==> src/rtl/irq_route_pkg.sv <==
package irq_route_pkg;
  localparam logic [31:0] LO_KEEP   = 32'h0001_AFFF;
  localparam logic [31:0] HI_KEEP   = 32'hFF00_0000;
  localparam logic [63:0] ENTRY_RST = 64'h0000_0000_0001_0000;
  localparam logic [7:0]  IDX_ID    = 8'h00;
  localparam logic [7:0]  IDX_VER   = 8'h01;
  localparam logic [7:0]  IDX_ARB   = 8'h02;
  localparam logic [7:0]  IDX_TAB   = 8'h10;

  typedef enum logic [2:0] {
    K_ID,
    K_VER,
    K_ARB,
    K_TAB,
    K_UNDEF
  } reg_kind_e;
endpackage

==> src/rtl/irq_bus_decode.sv <==
module irq_bus_decode #(
  parameter int unsigned ADDR_W = 8
) (
  input  logic              valid_i,
  input  logic [ADDR_W-1:0] addr_i,
  input  logic [2:0]        bytes_i,
  output logic              sel_hit_o,
  output logic              win_hit_o,
  output logic              err_o
);
  logic legal_size;

  assign legal_size = (bytes_i == 3'd4);
  assign sel_hit_o  = valid_i && legal_size && (addr_i == ADDR_W'(0));
  assign win_hit_o  = valid_i && legal_size && (addr_i == ADDR_W'(16));
  assign err_o      = valid_i && !(sel_hit_o || win_hit_o);
endmodule

==> src/rtl/irq_index_decode.sv <==
module irq_index_decode
  import irq_route_pkg::*;
#(
  parameter int unsigned NUM_ENTRIES = 24,
  parameter int unsigned ENT_W       = 5
) (
  input  logic [7:0]       idx_i,
  output reg_kind_e        kind_o,
  output logic [ENT_W-1:0] ent_o,
  output logic             upper_o
);
  localparam int unsigned TAB_END = 16 + 2 * NUM_ENTRIES;

  logic [7:0] off;

  assign off     = idx_i - IDX_TAB;
  assign upper_o = idx_i[0];

  always_comb begin
    kind_o = K_UNDEF;
    ent_o  = '0;
    if (idx_i == IDX_ID) begin
      kind_o = K_ID;
    end else if (idx_i == IDX_VER) begin
      kind_o = K_VER;
    end else if (idx_i == IDX_ARB) begin
      kind_o = K_ARB;
    end else if (idx_i >= IDX_TAB && 32'(idx_i) < TAB_END) begin
      kind_o = K_TAB;
      ent_o  = ENT_W'(off >> 1);
    end
  end
endmodule

==> src/rtl/irq_route_entry.sv <==
module irq_route_entry
  import irq_route_pkg::*;
(
  input  logic        clk_i,
  input  logic        rst_ni,
  input  logic        wr_lo_i,
  input  logic        wr_hi_i,
  input  logic [31:0] wdata_i,
  output logic [63:0] entry_o
);
  always_ff @(posedge clk_i or negedge rst_ni) begin
    if (!rst_ni) begin
      entry_o <= ENTRY_RST;
    end else begin
      if (wr_lo_i) entry_o[31:0]  <= wdata_i & LO_KEEP;
      if (wr_hi_i) entry_o[63:32] <= wdata_i & HI_KEEP;
    end
  end
endmodule

==> src/rtl/irq_route_regfile.sv <==
module irq_route_regfile
  import irq_route_pkg::*;
#(
  parameter int unsigned ADDR_W      = 8,
  parameter int unsigned NUM_ENTRIES = 24,
  parameter int unsigned RESET_ID    = 0,
  parameter logic [7:0]  VERSION     = 8'h11
) (
  input  logic                        clk_i,
  input  logic                        rst_ni,
  input  logic                        bus_valid_i,
  input  logic                        bus_write_i,
  input  logic [ADDR_W-1:0]           bus_addr_i,
  input  logic [2:0]                  bus_bytes_i,
  input  logic [31:0]                 bus_wdata_i,
  output logic [31:0]                 bus_rdata_o,
  output logic                        bus_err_o,
  output logic                        undef_reg_o,
  output logic [64*NUM_ENTRIES-1:0]   entries_o
);
  localparam int unsigned ENT_W   = (NUM_ENTRIES > 1) ? $clog2(NUM_ENTRIES) : 1;
  localparam int unsigned MAX_IDX = NUM_ENTRIES - 1;
  localparam logic [31:0] VER_WORD = {8'h00, 8'(MAX_IDX), 8'h00, VERSION};

  logic             sel_hit, win_hit, win_wr;
  logic [7:0]       sel_q;
  logic [3:0]       id_q, arb_q;
  reg_kind_e        kind;
  logic [ENT_W-1:0] ent_idx;
  logic             upper;
  logic [63:0]      ent_w [NUM_ENTRIES];
  logic [63:0]      ent_sel;

  irq_bus_decode #(.ADDR_W(ADDR_W)) i_bus_decode (
    .valid_i   (bus_valid_i),
    .addr_i    (bus_addr_i),
    .bytes_i   (bus_bytes_i),
    .sel_hit_o (sel_hit),
    .win_hit_o (win_hit),
    .err_o     (bus_err_o)
  );

  irq_index_decode #(.NUM_ENTRIES(NUM_ENTRIES), .ENT_W(ENT_W)) i_index_decode (
    .idx_i   (sel_q),
    .kind_o  (kind),
    .ent_o   (ent_idx),
    .upper_o (upper)
  );

  assign win_wr = win_hit && bus_write_i;

  always_ff @(posedge clk_i or negedge rst_ni) begin
    if (!rst_ni) begin
      sel_q <= '0;
      id_q  <= 4'(RESET_ID);
      arb_q <= 4'(RESET_ID);
    end else begin
      if (sel_hit && bus_write_i)       sel_q <= bus_wdata_i[7:0];
      if (win_wr && kind == K_ID)       id_q  <= bus_wdata_i[27:24];
      if (win_wr && kind == K_ARB)      arb_q <= bus_wdata_i[27:24];
    end
  end

  for (genvar g = 0; g < NUM_ENTRIES; g++) begin : g_entry
    logic hit;
    assign hit = win_wr && (kind == K_TAB) && (ent_idx == ENT_W'(g));
    irq_route_entry i_entry (
      .clk_i   (clk_i),
      .rst_ni  (rst_ni),
      .wr_lo_i (hit && !upper),
      .wr_hi_i (hit && upper),
      .wdata_i (bus_wdata_i),
      .entry_o (ent_w[g])
    );
    assign entries_o[g*64 +: 64] = ent_w[g];
  end

  // ent_idx stays in range whenever kind == K_TAB
  assign ent_sel = (kind == K_TAB) ? ent_w[ent_idx] : 64'h0;

  always_comb begin
    bus_rdata_o = '0;
    if (sel_hit && !bus_write_i) begin
      bus_rdata_o = {24'h0, sel_q};
    end else if (win_hit && !bus_write_i) begin
      unique case (kind)
        K_ID:    bus_rdata_o = {4'h0, id_q, 24'h0};
        K_VER:   bus_rdata_o = VER_WORD;
        K_ARB:   bus_rdata_o = {4'h0, arb_q, 24'h0};
        K_TAB:   bus_rdata_o = upper ? ent_sel[63:32] : ent_sel[31:0];
        default: bus_rdata_o = '0;
      endcase
    end
  end

  assign undef_reg_o = win_hit && (kind == K_UNDEF);
endmodule

==> config.mk <==
export PLATFORM = sky130hd
export DESIGN_NAME = irq_route_regfile
export DESIGN_NICKNAME = d
export VERILOG_FILES = /design/src/rtl/irq_route_pkg.sv /design/src/rtl/irq_bus_decode.sv /design/src/rtl/irq_index_decode.sv /design/src/rtl/irq_route_entry.sv /design/src/rtl/irq_route_regfile.sv
export SDC_FILE = /design/constraint.sdc
export NUM_CORES = 1
export LEC_CHECK = 0
export BUFFER_PORTS_ARGS = -buffer_cell sky130_fd_sc_hd__buf_4
export CORE_AREA = 5 5 634 636
export DETAILED_ROUTE_END_ITERATION = 10
export DIE_AREA = 0 0 639 641
export HOLD_SLACK_MARGIN = 0.08
export PLACE_DENSITY = 0.3
export SYNTH_ARGS = -nofsm -noshare
export SYNTH_HDL_FRONTEND = slang
export SYNTH_SLANG_ARGS = --single-unit
export TNS_END_PERCENT = 1
==> constraint.sdc <==
create_clock -name clk_i -period 2.8 [get_ports clk_i]
set_clock_uncertainty 0.05 [all_clocks]
set_input_delay 0 -clock clk_i [delete_from_list [all_inputs] [get_ports clk_i]]
set_output_delay 0 -clock clk_i [all_outputs]
set_load 0.1 [all_outputs]
==> Yosys cells after proc, flatten, opt, wreduce, memory -nomap -nowiden <==
Index checks and enable logic that the tools add are counted.
{ "classes": {"order_cmp": 3, "eq_ne": 31, "n_mux": 15, "reduce_logical": 93, "add_sub_neg": 1, "n_bitwise": 1} }
{ "ops": {"columns": ["operator", "count"], "rows": [
  ["$bmux W64 S5", 1],
  ["$mux W64", 2],
  ["$pmux W32 S4", 1],
  ["$mux W32", 3],
  ["$logic_and A1 B1 Y1", 85],
  ["$eq A5 B4 Y1 const B", 8],
  ["$eq A5 B5 Y1 const B", 8],
  ["$eq A5 B3 Y1 const B", 4],
  ["$mux W5", 4],
  ["$logic_not A8 Y1", 2],
  ["$mux W3", 4],
  ["$eq A5 B2 Y1 const B", 2],
  ["$eq A8 B1 Y1 const B", 1],
  ["$eq A8 B2 Y1 const B", 1],
  ["$eq A8 B5 Y1 const B", 1],
  ["$ge A8 B5 Y1 const B", 1],
  ["$lt A8 B7 Y1 const B", 1],
  ["$eq A3 B2 Y1 const B", 2],
  ["$eq A3 B3 Y1 const B", 2],
  ["$ge A6 B6 Y1 const B", 1],
  ["$not A5 Y6", 1],
  ["$sub A6 B5 Y6 const B", 1],
  ["$eq A5 B1 Y1 const B", 1],
  ["$logic_not A5 Y1", 1],
  ["4 further kinds", 6]
]} }
{ "word_totals": {"wordCells": 195, "reg_bits": 568} }

==> Depth between registers and ports, before layout <==
Gate-level depths: netlist (run 1).
{ "depth": {"word_depth": 14, "depth_mapped": 13, "depth_no_buf": 8} }

==> Hierarchy <==
A second synthesis (run 1) with hierarchy kept.
{ "hier_totals": {"cells_unflattened": 3316, "area_unflattened_um2": 43068.8} }
{ "by_module_without_submodules": {"columns": ["mod", "instances", "seq_area_each_um2", "cells_each", "area_each_um2"], "rows": [
  ["irq_route_entry", 24, 576.8, 91, 1221.2],
  ["irq_route_regfile", 1, 400.4, 1107, 13584.3],
  ["irq_index_decode", 1, 0.0, 18, 125.1],
  ["irq_bus_decode", 1, 0.0, 7, 51.3]
]} }

==> Worst setup path after synthesis (run 1) <==
OpenSTA, ideal clock, no wires.
{ "synth_timing": {"path_type": "register to output", "from": "register sel_q[4]", "to": "output port bus_rdata_o[1]", "path_slack_ps": -2071, "arrival_time_ps": 4821, "stages_incl_launch_ff": 10, "path_cell_list": "dfrtp_1 > clkbuf_1 > inv_1 > ha_1 > nor3_1 > clkbuf_1 > o21ai_1 > clkbuf_1 > a221o_1 > o311ai_1"} }
{ "synth_between": {"elab_chain_len": 14, "word_cells_on_any_way": 27, "cone_classes": "add/sub (1); order compare (2); eq/ne (5); mux (15); bitwise (1); reduce/logical (3)"} }
{ "synth_lines": {"columns": ["item", "line_no", "rtl"], "rows": [
  ["from (decl)", "irq_route_regfile.sv:26", "logic [7:0] sel_q;"],
  ["from (signal assigned)", "irq_route_regfile.sv:58", "if (sel_hit && bus_write_i) sel_q <= bus_wdata_i[7:0];"],
  ["$ge A8 B5 Y1 or $lt A8 B7 Y1 (tied branches)", "irq_index_decode.sv:28", "end else if (idx_i >= IDX_TAB && 32'(idx_i) < TAB_END) begin"],
  ["$logic_and A1 B1 Y1", "irq_index_decode.sv:28", null],
  ["$mux W5", "irq_index_decode.sv:28", null],
  ["$mux W5", "irq_index_decode.sv:26", "end else if (idx_i == IDX_ARB) begin"],
  ["$mux W5", "irq_index_decode.sv:24", "end else if (idx_i == IDX_VER) begin"],
  ["$mux W5", "irq_index_decode.sv:22", "if (idx_i == IDX_ID) begin"],
  ["$not A5 Y6 (implied by the code)", "irq_route_regfile.sv:79", "assign ent_sel = (kind == K_TAB) ? ent_w[ent_idx] : 64'h0;"],
  ["$bmux W64 S5", "irq_route_regfile.sv:79", null],
  ["$mux W64 (implied by the code) (2 in a row)", "irq_route_regfile.sv:79", null],
  ["$mux W32", "irq_route_regfile.sv:90", "K_TAB: bus_rdata_o = upper ? ent_sel[63:32] : ent_sel[31:0];"],
  ["$pmux W32 S4 *", "irq_route_regfile.sv:86", "unique case (kind)"],
  ["$mux W32 *", "irq_route_regfile.sv:85", "end else if (win_hit && !bus_write_i) begin"],
  ["$mux W32 *", "irq_route_regfile.sv:83", "if (sel_hit && !bus_write_i) begin"],
  ["to (decl)", "irq_route_regfile.sv:16", "output logic [31:0] bus_rdata_o,"]
]} }
Every way passes the cells marked *; elsewhere a longest branch is shown, timed or not. The select of a mux whose other input is x is not followed.

==> Final worst setup path (run 1) <==
{ "layout_timing": {"from": "register sel_q[4]", "to": "output port bus_rdata_o[27]"} }
The elaborated chain is that of the path after synthesis.

==> impl_results.md, run 1 <==
- Mapped Cells: 3112
- Avg Synthesized Cell Area: 11.0 um^2
- Vias in the first global route: 25800
- Die Wd: 639 um
- Largest net degree at the start of global routing: 67
- Die area: 410000 um^2
- CP Capture Type: output port
- Gr ovfl total: 0
- Flops & latches, synth: 568
- CP cell instances: inv_4 -> ha_4 -> or3_4 -> nor2_4 -> buf_6 -> buf_12 -> buf_4 -> o221ai_2 -> nand2_2 -> nand4_1 -> buf_6 -> a31oi_4 -> buf_12
- CTS H-tree lvls: 3
- Maxcap violations: 0
- Share of layout cells above drive strength 1: 47.1%
- Wirelength per Cell: 23.9 um
- TritonCTS buffer count: 76
- R2r setup slk: -90 ps
- Top cells by count, synth: buf_4 (995), mux2_2 (586), dfrtp_1 (544), clkbuf_1 (128), nand2_1 (106)
- Fill cells: 44900
- Yosys top cell area share: 39.7%
- CP arrival: 3580 ps
- Sequential area share after synthesis: 41.5%
- Fin. Hold Viols: 0
- Slowest CP cell: dfrtp_1
- Pleak: 23.0 nW
- Worst VDD drop: 0.374 mV
- DIE HEIGHT: 641 um
- Failing checks: negative setup slack
- CP Class: flop to output port
- All-Layer GR Usage: 10.3%
- Largest fanout on the critical path: 7
- Pwr Density: 501 nW/um^2
- Reg2reg start: sel_q[4]
- Critical Path Source: sel_q[4]
- Status: finished with violations
- Async set-reset flop share out of synthesis: 100%
- Critical Path Start Type: flop
- Core area: 395000 um^2
- CP peak stage delay: 390 ps
- Worst Slack Setup Final: -826 ps
- Row count: 231
- CTS tree: yes
- Drt pass-1 iters: 4
- Final worst path period need: 3630 ps
- Max-slew headroom: 55.3%
- Detailed Route WL: 224000 um
- Initial antenna violation count: 14
- Largest area contributor in the netlist: dfrtp_1
- Post-synth EDFFs: 0
- Least-Margin Pin Slew: 670 ps
- Initial core utilization: 8.68%
- Number of I/O port buffers: 617
- Area Growth Syn to Fin: 45.5%
- DR vias: 25100
- Dominant synthesized flop cell: dfrtp_1
- First-pass GRT wire length: 279000 um
- Post-Syn Area: 34300 um^2
- Area contributors post-synth: dfrtp_1 (40%), buf_4 (22%), mux2_2 (19%), mux2i_1 (2.8%), dfstp_2 (1.8%)
- DRT antenna net count: 0
- Sum Neg Setup Slack: -15590 ps
- Min-delay worst type: input pin to asynchronous set/reset pin
- Clock transition at the registers of the reported paths: 60 ps
- Final HPWL DP: 181000 um
- Worst-Skew Late Latency: 680 ps
- Clk root buf: clkbuf_16
- Count of different cell masters after synthesis: 69
- Total power: 25.0 mW
- Cells on worst reg2reg path: 11
- DR vias/cell: 2.68
- Iteration-0 DRC Markers: 880
- Final net count: 4114
- Final Wtd Congestion: 0.784
- Fmax: 276 MHz
- CTS sink count: 568
- Required time of the critical path: 2750 ps
- CTS Buffer Depth: 3
- Final setup fails: 35
- Syn. warnings: 0
- RSZ-0062 raised after global routing: true
- Boundary pin count: 1617
- Terminus of the critical flop-to-flop path: g_entry[3].i_entry.entry_o[15]
- # DRC: 0
- Final slew viol count: 0
- Most frequent cell after synthesis: buf_4
- CP endpoint: bus_rdata_o[27]
- Period Utilization, post-route: 129%
[power breakdown]
group / total (mW) / switching, mW / internal [mW]
registers: 8.21 / 0.00146 / 8.21
clock network: 10.3 / 4.60 / 5.72
logic: 6.46 / 6.30 / 0.156
total: 25.0 / 10.9 / 14.1
[worst max-delay path, delay by kind of cell, from the launching register on]
family / cells / cell delay, ps
AOI/OAI and AO/OA: 2 / 420
adders and majority gates: 1 / 190
buffers and inverters: 6 / 920
DFF: 1 / 390
and+or+nand+nor: 4 / 940
[timing repair]
action	4_1_cts	5_1_grt
cloned	1	2
pin swaps	19	50
endpoints found under the setup margin	469	508
buffers inserted	13	21
endpoints found under the hold margin	1124	0
hold buffers	27	0
resized for setup	104	160
[cell type report]
cell class | instances | area (um^2) | area share [%]
Antenna cell | 10 | 25.0 | 0.0501
Clock buffer | 105 | 2130 | 4.27
Clock inverter | 32 | 418 | 0.837
Inverter | 8 | 35.0 | 0.0702
Multi-Input combinational cell | 2360 | 16700 | 33.4
Sequential cell | 568 | 14300 | 28.6
Tap cell | 5242 | 6560 | 13.1
Timing Repair Buffer | 1051 | 9830 | 19.7
[flip-flops by register name (all words and copies together) (netlist names)]
| name | count |
|---|---|
| arb_q | 4 |
| sel_q | 8 |
| id_q | 4 |
| g_entry.i_entry.entry_o | 552 |
[per-stage QoR]
step	instance area [um^2]	cells	worst slack (ps)	hold slack (ps)	utilization (%)
after floorplan	38400	4101	-128	-346	-
after global placement	45600	9166	-1130	48.5	11.5
after detailed placement	45600	9166	-1080	38.6	11.5
after CTS	49000	9344	-948	166	12.4
after global routing	49900	9369	-859	180	12.6
final	49900	9376	-826	206	12.6
[layout by cell type, fill, tap and decap left out, drive strengths merged, types with 4 or more instances in the layout]
master	netlist	layout
o2111ai	4	4
clkinv	0	15
or3	13	13
dlygate4sd3	0	26
or2	6	6
a221o	6	6
and3	11	11
o221a	8	8
conb	1	990
mux2i	97	97
a2111oi	8	8
a21oi	71	71
dfstp	24	24
a211oi	6	6
clkbuf	128	107
nand4	9	9
nor2	99	99
mux2	596	596
dfrtp	544	544
nand2	106	106
nor2b	4	4
nor4	8	8
and2	4	4
a221oi	10	10
clkinvlp	0	8
nor3	28	28
a2bb2oi	14	14
nand2b	13	13
o311ai	6	6
diode	0	10
o221ai	39	39
o211ai	12	12
nand3	24	24
buf	1037	1022
o22ai	61	61
inv	8	14
mux4	9	9
o21ai	50	50
a22oi	7	7
[layer usage]
metal	track usage [%]	vias to the layer above	wire, um
met5	0	-	0
met3	2.88	191	15600
met4	3.78	0	9740
met1	9.84	13100	74100
met2	20.5	1007	125000
li1	-	10800	-
[worst min path at each step]
stage                                                 end  slack, ps  depth (start not counted)
final                      g_entry[8].i_entry.entry_o[16]        210                          2
after global routing       g_entry[8].i_entry.entry_o[16]        180                          2
after CTS                 g_entry[13].i_entry.entry_o[16]        170                          2
after detailed placement    g_entry[5].i_entry.entry_o[5]         40                          1
after global placement      g_entry[5].i_entry.entry_o[5]         50                          1
after floorplan                                  arb_q[0]       -350                          0
[kinds of logic after synthesis]
| family | synth area share [%] |
|---|---|
| AOI/OAI and AO/OA | 6.62 |
| adders and majority gates | 0.0729 |
| buffers and inverters | 23.8 |
| DFF | 41.5 |
| muxes | 23.1 |
| other | 0.0109 |
| and+or+nand+nor | 4.89 |
Note: power is estimated with default switching activity, not from simulation.
==> inputs of run 2 (changes only) <==
- SETUP_SLACK_MARGIN: not set -> 0.02
==> run 2 against run 1 <==
First-iteration DRC count is 6.8% higher. Largest cell class unchanged. Clock-buffer cell count rose by 1. Setup slack lost 160 ps. The flow still finishes with violations (negative setup slack).
==> impl_results.md, run 2 (synthesized netlist as in run 1, its figures left out) <==
- Status: finished with violations
- Failing checks: negative setup slack
- Max reg flops: 552
- Pleak: 23.1 nW
- First-pass GRT wire length: 278000 um
- Fin Hold WS: 339 ps
- Commonest non-fill, non-tap cell in the layout: conb_1
- Fill cells: 45000
- Vias in the first global route: 25900
- Maxcap violations: 0
- Row count: 231
- Multi-input gate area: 16500 um^2
- Number of I/O port buffers: 617
- Final net count: 4118
- Area Growth Syn to Fin: 44.9%
- Biggest regs: g_entry.i_entry.entry_o (552), sel_q (8)
- CTS sink count: 568
- Die Wd: 639 um
- CTS tree: yes
- Wirelength per Cell: 23.7 um
- Required time of the critical path: 2750 ps
- CP arrival: 3730 ps
- CP Class: flop to output port
- Fmax: 264 MHz
- Core area: 395000 um^2
- Worst-Skew Late Latency: 710 ps
- Clock transition at the registers of the reported paths: 60 ps
- Sum Neg Setup Slack: -29230 ps
- CTS H-tree lvls: 3
- Met2 WL: 125000 um
- Most frequent cells in the layout: conb_1 (990), buf_4 (871), mux2_2 (564), dfrtp_1 (542), buf_12 (115)
- CP cell instances: inv_4 -> ha_4 -> or3_4 -> buf_12 -> buf_12 -> a2bb2oi_2 -> o2111ai_2 -> nand4_1 -> nor4_4 -> buf_4 -> o21a_4 -> buf_12
- Pwr Density: 504 nW/um^2
- Final setup fails: 120
- Register Area: 14300 um^2
- Worst VDD drop: 0.464 mV
- Min-delay worst type: input pin to flop
- Final Wtd Congestion: 0.790
- CP Capture Type: output port
- Largest net degree at the start of global routing: 80
- Share of layout cells above drive strength 1: 46.5%
- DR vias: 25200
- CTS Buffer Depth: 3
- Utilization after layout: 12.6%
- RSZ-0062 raised after global routing: true
- Final Cell Area: 49700 um^2
- Final slew viol count: 0
- Final HPWL DP: 181000 um
- Worst Slack Setup Final: -982 ps
- Clk root buf: clkbuf_16
- DIE HEIGHT: 641 um
- Final worst path period need: 3780 ps
- TritonCTS buffer count: 75
- Iteration-0 DRC Markers: 940
- Slowest CP cell: nor4_4
- Max layer used: met4
- Boundary pin count: 1617
- Max-slew headroom: 45.1%
- Non-Filler Instances: 9377
- # DRC: 0
- CP peak stage delay: 450 ps
- DR vias/cell: 2.69
- All-Layer GR Usage: 10.2%
- Largest reg by FF count: g_entry.i_entry.entry_o
- Area after DPL: 45800 um^2
- Detailed Route WL: 222000 um
- Drt pass-1 iters: 5
- Critical Path Start Type: flop
- Dpl cells: 9174
- Least-Margin Pin Slew: 822 ps
- Wl on met1: 71100 um
- Initial core utilization: 8.68%
- Period Utilization, post-route: 135%
- Initial antenna violation count: 10
- Die area: 410000 um^2
- DRT antenna net count: 0
- Fin. Hold Viols: 0
- CP most frequent cell: buf_12
- Met3 WL post-DR: 17600 um
- Largest fanout on the critical path: 6
- Gr ovfl total: 0
run 2: cell types whose count changed in the layout (fill, tap and decap cells not counted), moves of 6 or more:
cell / change
buf_12: -7
buf_4: +17
clkinvlp_4: -6
mux2_2: -10
mux2_4: +10
nor2_1: +7
o21ai_0: +12
o21ai_1: -10
o22ai_1: +6
o22ai_2: -6
run 2: path summary, 6_finish.rpt:
check	startpoint	end	slack, ps	cells after the start
max in group asynchronous	rst_ni	g_entry[9].i_entry.entry_o[58]	1590	4
worst max register to register	sel_q[4]	g_entry[21].i_entry.entry_o[15]	-170	12
worst min-delay path	bus_wdata_i[16]	g_entry[5].i_entry.entry_o[16]	340	3
worst max-delay path	sel_q[4]	bus_rdata_o[9]	-980	12
worst min register to register	arb_q[3]	arb_q[3]	460	1
min in group asynchronous	rst_ni	g_entry[7].i_entry.entry_o[15]	620	4
run 2: area by class of cell:
class	instances	share of cell area (%)
Clock buffer	106	4.27
Tap cell	5242	13.2
Antenna cell	7	0.0352
Multi-Input combinational cell	2360	33.2
Sequential cell	568	28.7
Timing Repair Buffer	1056	19.6
Inverter	8	0.0654
Clock inverter	30	0.944
run 2: power by group:
part / switching, mW / total [mW] / internal (mW) / leakage [nW]
Clock: 4.43 / 10.4 / 5.95 / 1.26
Combinational: 6.30 / 6.45 / 0.154 / 14.0
Sequential: 0.00109 / 8.21 / 8.21 / 7.85
run 2: critical path: cells and delay by family, from the launching register on:
kind | cells | cell delay [ps]
buffers and inverters | 5 | 680
adder cells (fa/ha/maj) | 1 | 180
AO/OA/AOI/OAI | 3 | 480
AND/OR/NAND/NOR | 3 | 1220
flip-flops | 1 | 400
run 2: routing by layer:
| metal | vias up | track usage [%] |
|---|---|---|
| met5 | - | 0 |
| met4 | 0 | 3.49 |
| met3 | 175 | 3.33 |
| met2 | 1052 | 20.4 |
| met1 | 13200 | 9.61 |
| li1 | 10800 | - |
run 2: stage by stage:
stage	total power, mW	worst slack (ps)
2_1_floorplan	15.3	-80.4
3_3_place_gp	14.7	-1140
3_5_place_dp	14.7	-1100
4_1_cts	25.4	-1230
5_1_grt	25.9	-1050
6_report	25.0	-982
run 2: repair_timing:
action	in CTS	in global routing
gates cloned	3	0
buffers inserted	18	11
pin swaps	20	20
endpoints found under the hold margin	1128	0
endpoints found under the setup margin	464	436
gates resized for setup	107	67
hold buffers	28	0
==> inputs of run 3 (changes only) <==
- CORE_AREA: 5 5 634 636 -> 5 5 620 622
- DIE_AREA: 0 0 639 641 -> 0 0 625 627
- SKIP_LAST_GASP: not set -> 1
==> run 3 against run 2 <==
The run still ends with negative setup slack left. Critical path type unchanged. Combinational power barely moved. Register-to-register slack got worse by 60 ps. Clock-buffer cell count fell by 2.
==> impl_results.md, run 3 (synthesized netlist as in run 1, its figures left out) <==
- Status: finished with violations
- Failing checks: negative setup slack
- Final worst path period need: 3690 ps
- Maxcap violations: 0
- Period Utilization, post-route: 132%
- Most frequent cells in the layout: conb_1 (990), buf_4 (869), mux2_2 (586), dfrtp_1 (542), buf_12 (115)
- Pre-CTS WS: -1060 ps
- Initial core utilization: 9.08%
- DR vias: 25200
- Least-Margin Pin Slew: 740 ps
- Wirelength per Cell: 24.5 um
- Vias in the first global route: 26000
- CP arrival: 3640 ps
- CTS tree: yes
- Sum Neg Setup Slack: -38760 ps
- Critical Path Start Type: flop
- # DRC: 0
- Area Growth Syn to Fin: 42.8%
- All-Layer GR Usage: 10.8%
- Max-slew headroom: 49.2%
- Clk root buf: clkbuf_16
- Commonest non-fill, non-tap cell in the layout: conb_1
- Die area: 392000 um^2
- Drt pass-1 iters: 5
- R2r setup slk: -230 ps
- DRT antenna net count: 0
- Final net count: 4095
- Final HPWL DP: 181000 um
- CTS H-tree lvls: 3
- Boundary pin count: 1617
- CTS Buffer Depth: 3
- Dpl cells: 8926
- Worst Slack Setup Final: -893 ps
- Detailed Route WL: 223000 um
- CP Class: flop to output port
- DR vias/cell: 2.76
- RSZ-0062 raised after global routing: true
- Biggest regs: g_entry.i_entry.entry_o (552), sel_q (8)
- Final slew viol count: 0
- Share of layout cells above drive strength 1: 46.1%
- Worst VDD drop: 0.491 mV
- DIE HEIGHT: 627 um
- Fin. Hold Viols: 0
- First-pass GRT wire length: 280000 um
- Row count: 226
- Number of I/O port buffers: 617
- Initial antenna violation count: 6
- Final Wtd Congestion: 0.782
- Iteration-0 DRC Markers: 1029
- Largest net degree at the start of global routing: 62
- Required time of the critical path: 2750 ps
- CTS sink count: 568
- Die Wd: 625 um
- Gr ovfl total: 0
- Core area: 378000 um^2
- Largest fanout on the critical path: 10
- Pwr Density: 505 nW/um^2
- TritonCTS buffer count: 74
- CP Capture Type: output port
- Min-delay worst type: input pin to asynchronous set/reset pin
- Fmax: 271 MHz
- Non-Filler Instances: 9126
- Worst-Skew Late Latency: 710 ps
- Final setup fails: 269
- Max reg flops: 552
- Largest reg by FF count: g_entry.i_entry.entry_o
- Pleak: 22.7 nW
- Clock transition at the registers of the reported paths: 70 ps
==> run 3: cell types whose count changed in the layout (fill, tap and decap cells not counted), moves of 5 or more <==
cell     previous run  this run
o21ai_0            38        33
o22ai_2             0         6
nor2_4             13         2
mux2_4             32        10
mux2_2            564       586
nand3_2             5         0
nor2_2             15        23
o22ai_1            60        53
nand2_1            97       102
buf_6              30         9
==> run 3: worst max-delay path, cell delays in order, from the launching register on <==
cell and delay (ps):
dfrtp_1 410, buf_12 160, or3_4 430, nor2_4 140, buf_12 190, buf_16 250
o221ai_1 350, a2bb2oi_1 250, o211ai_1 200, a21oi_4 220, buf_4 310
==> run 3: area by class of cell <==
class                           instances  area (um^2)
Clock buffer                          104         2070
Antenna cell                            5         12.5
Multi-Input combinational cell       2360        16400
Fill cell                           43000       329000
Tap cell                             5016         6280
Clock inverter                         31          420
Inverter                                8         32.5
Timing Repair Buffer                 1034         9550
Sequential cell                       568        14300
==> run 3: power by group <==
group / leakage [nW] / switching (mW) / internal (mW)
clock: 1.20 / 4.56 / 5.50
sequential: 7.85 / 0.000851 / 8.21
combinational: 13.7 / 6.30 / 0.149
==> run 3: layer usage <==
metal	global-route usage (%)	wire length [um]	up-vias
li1	-	-	10800
met1	9.90	70600	13200
met2	21.9	128000	1007
met3	3.35	16800	183
met4	3.64	8130	2
met5	0	13	-
==> run 3: path summary, 6_finish.rpt <==
kind / depth (start not counted) / to / startpoint
setup / recovery: 10 / bus_rdata_o[15] / sel_q[6]
hold / removal: 2 / g_entry[0].i_entry.entry_o[16] / rst_ni
setup reg to reg: 13 / g_entry[1].i_entry.entry_o[9] / sel_q[5]
hold reg to reg: 1 / arb_q[3] / arb_q[3]
max in group asynchronous: 3 / g_entry[23].i_entry.entry_o[6] / rst_ni
min in group clk_i: 8 / arb_q[0] / bus_addr_i[6]
==> run 3: timing repair <==
action	in CTS	in global routing
resized for setup	88	25
endpoints found under the hold margin	1120	0
endpoints found under the setup margin	523	543
cloned	5	0
pin swaps	14	7
hold buffers	27	0
buffers inserted	27	2
==> run 3: through the flow <==
step	power, mW	hold slack, ps	cell area (um^2)	util, %
after floorplan	15.3	-346	38400	-
after global placement	14.7	42.2	45300	12.0
after detailed placement	14.7	31.4	45300	12.0
after CTS	25.2	118	48900	12.9
after global routing	25.5	136	49000	13.0
final	24.7	188	49000	13.0
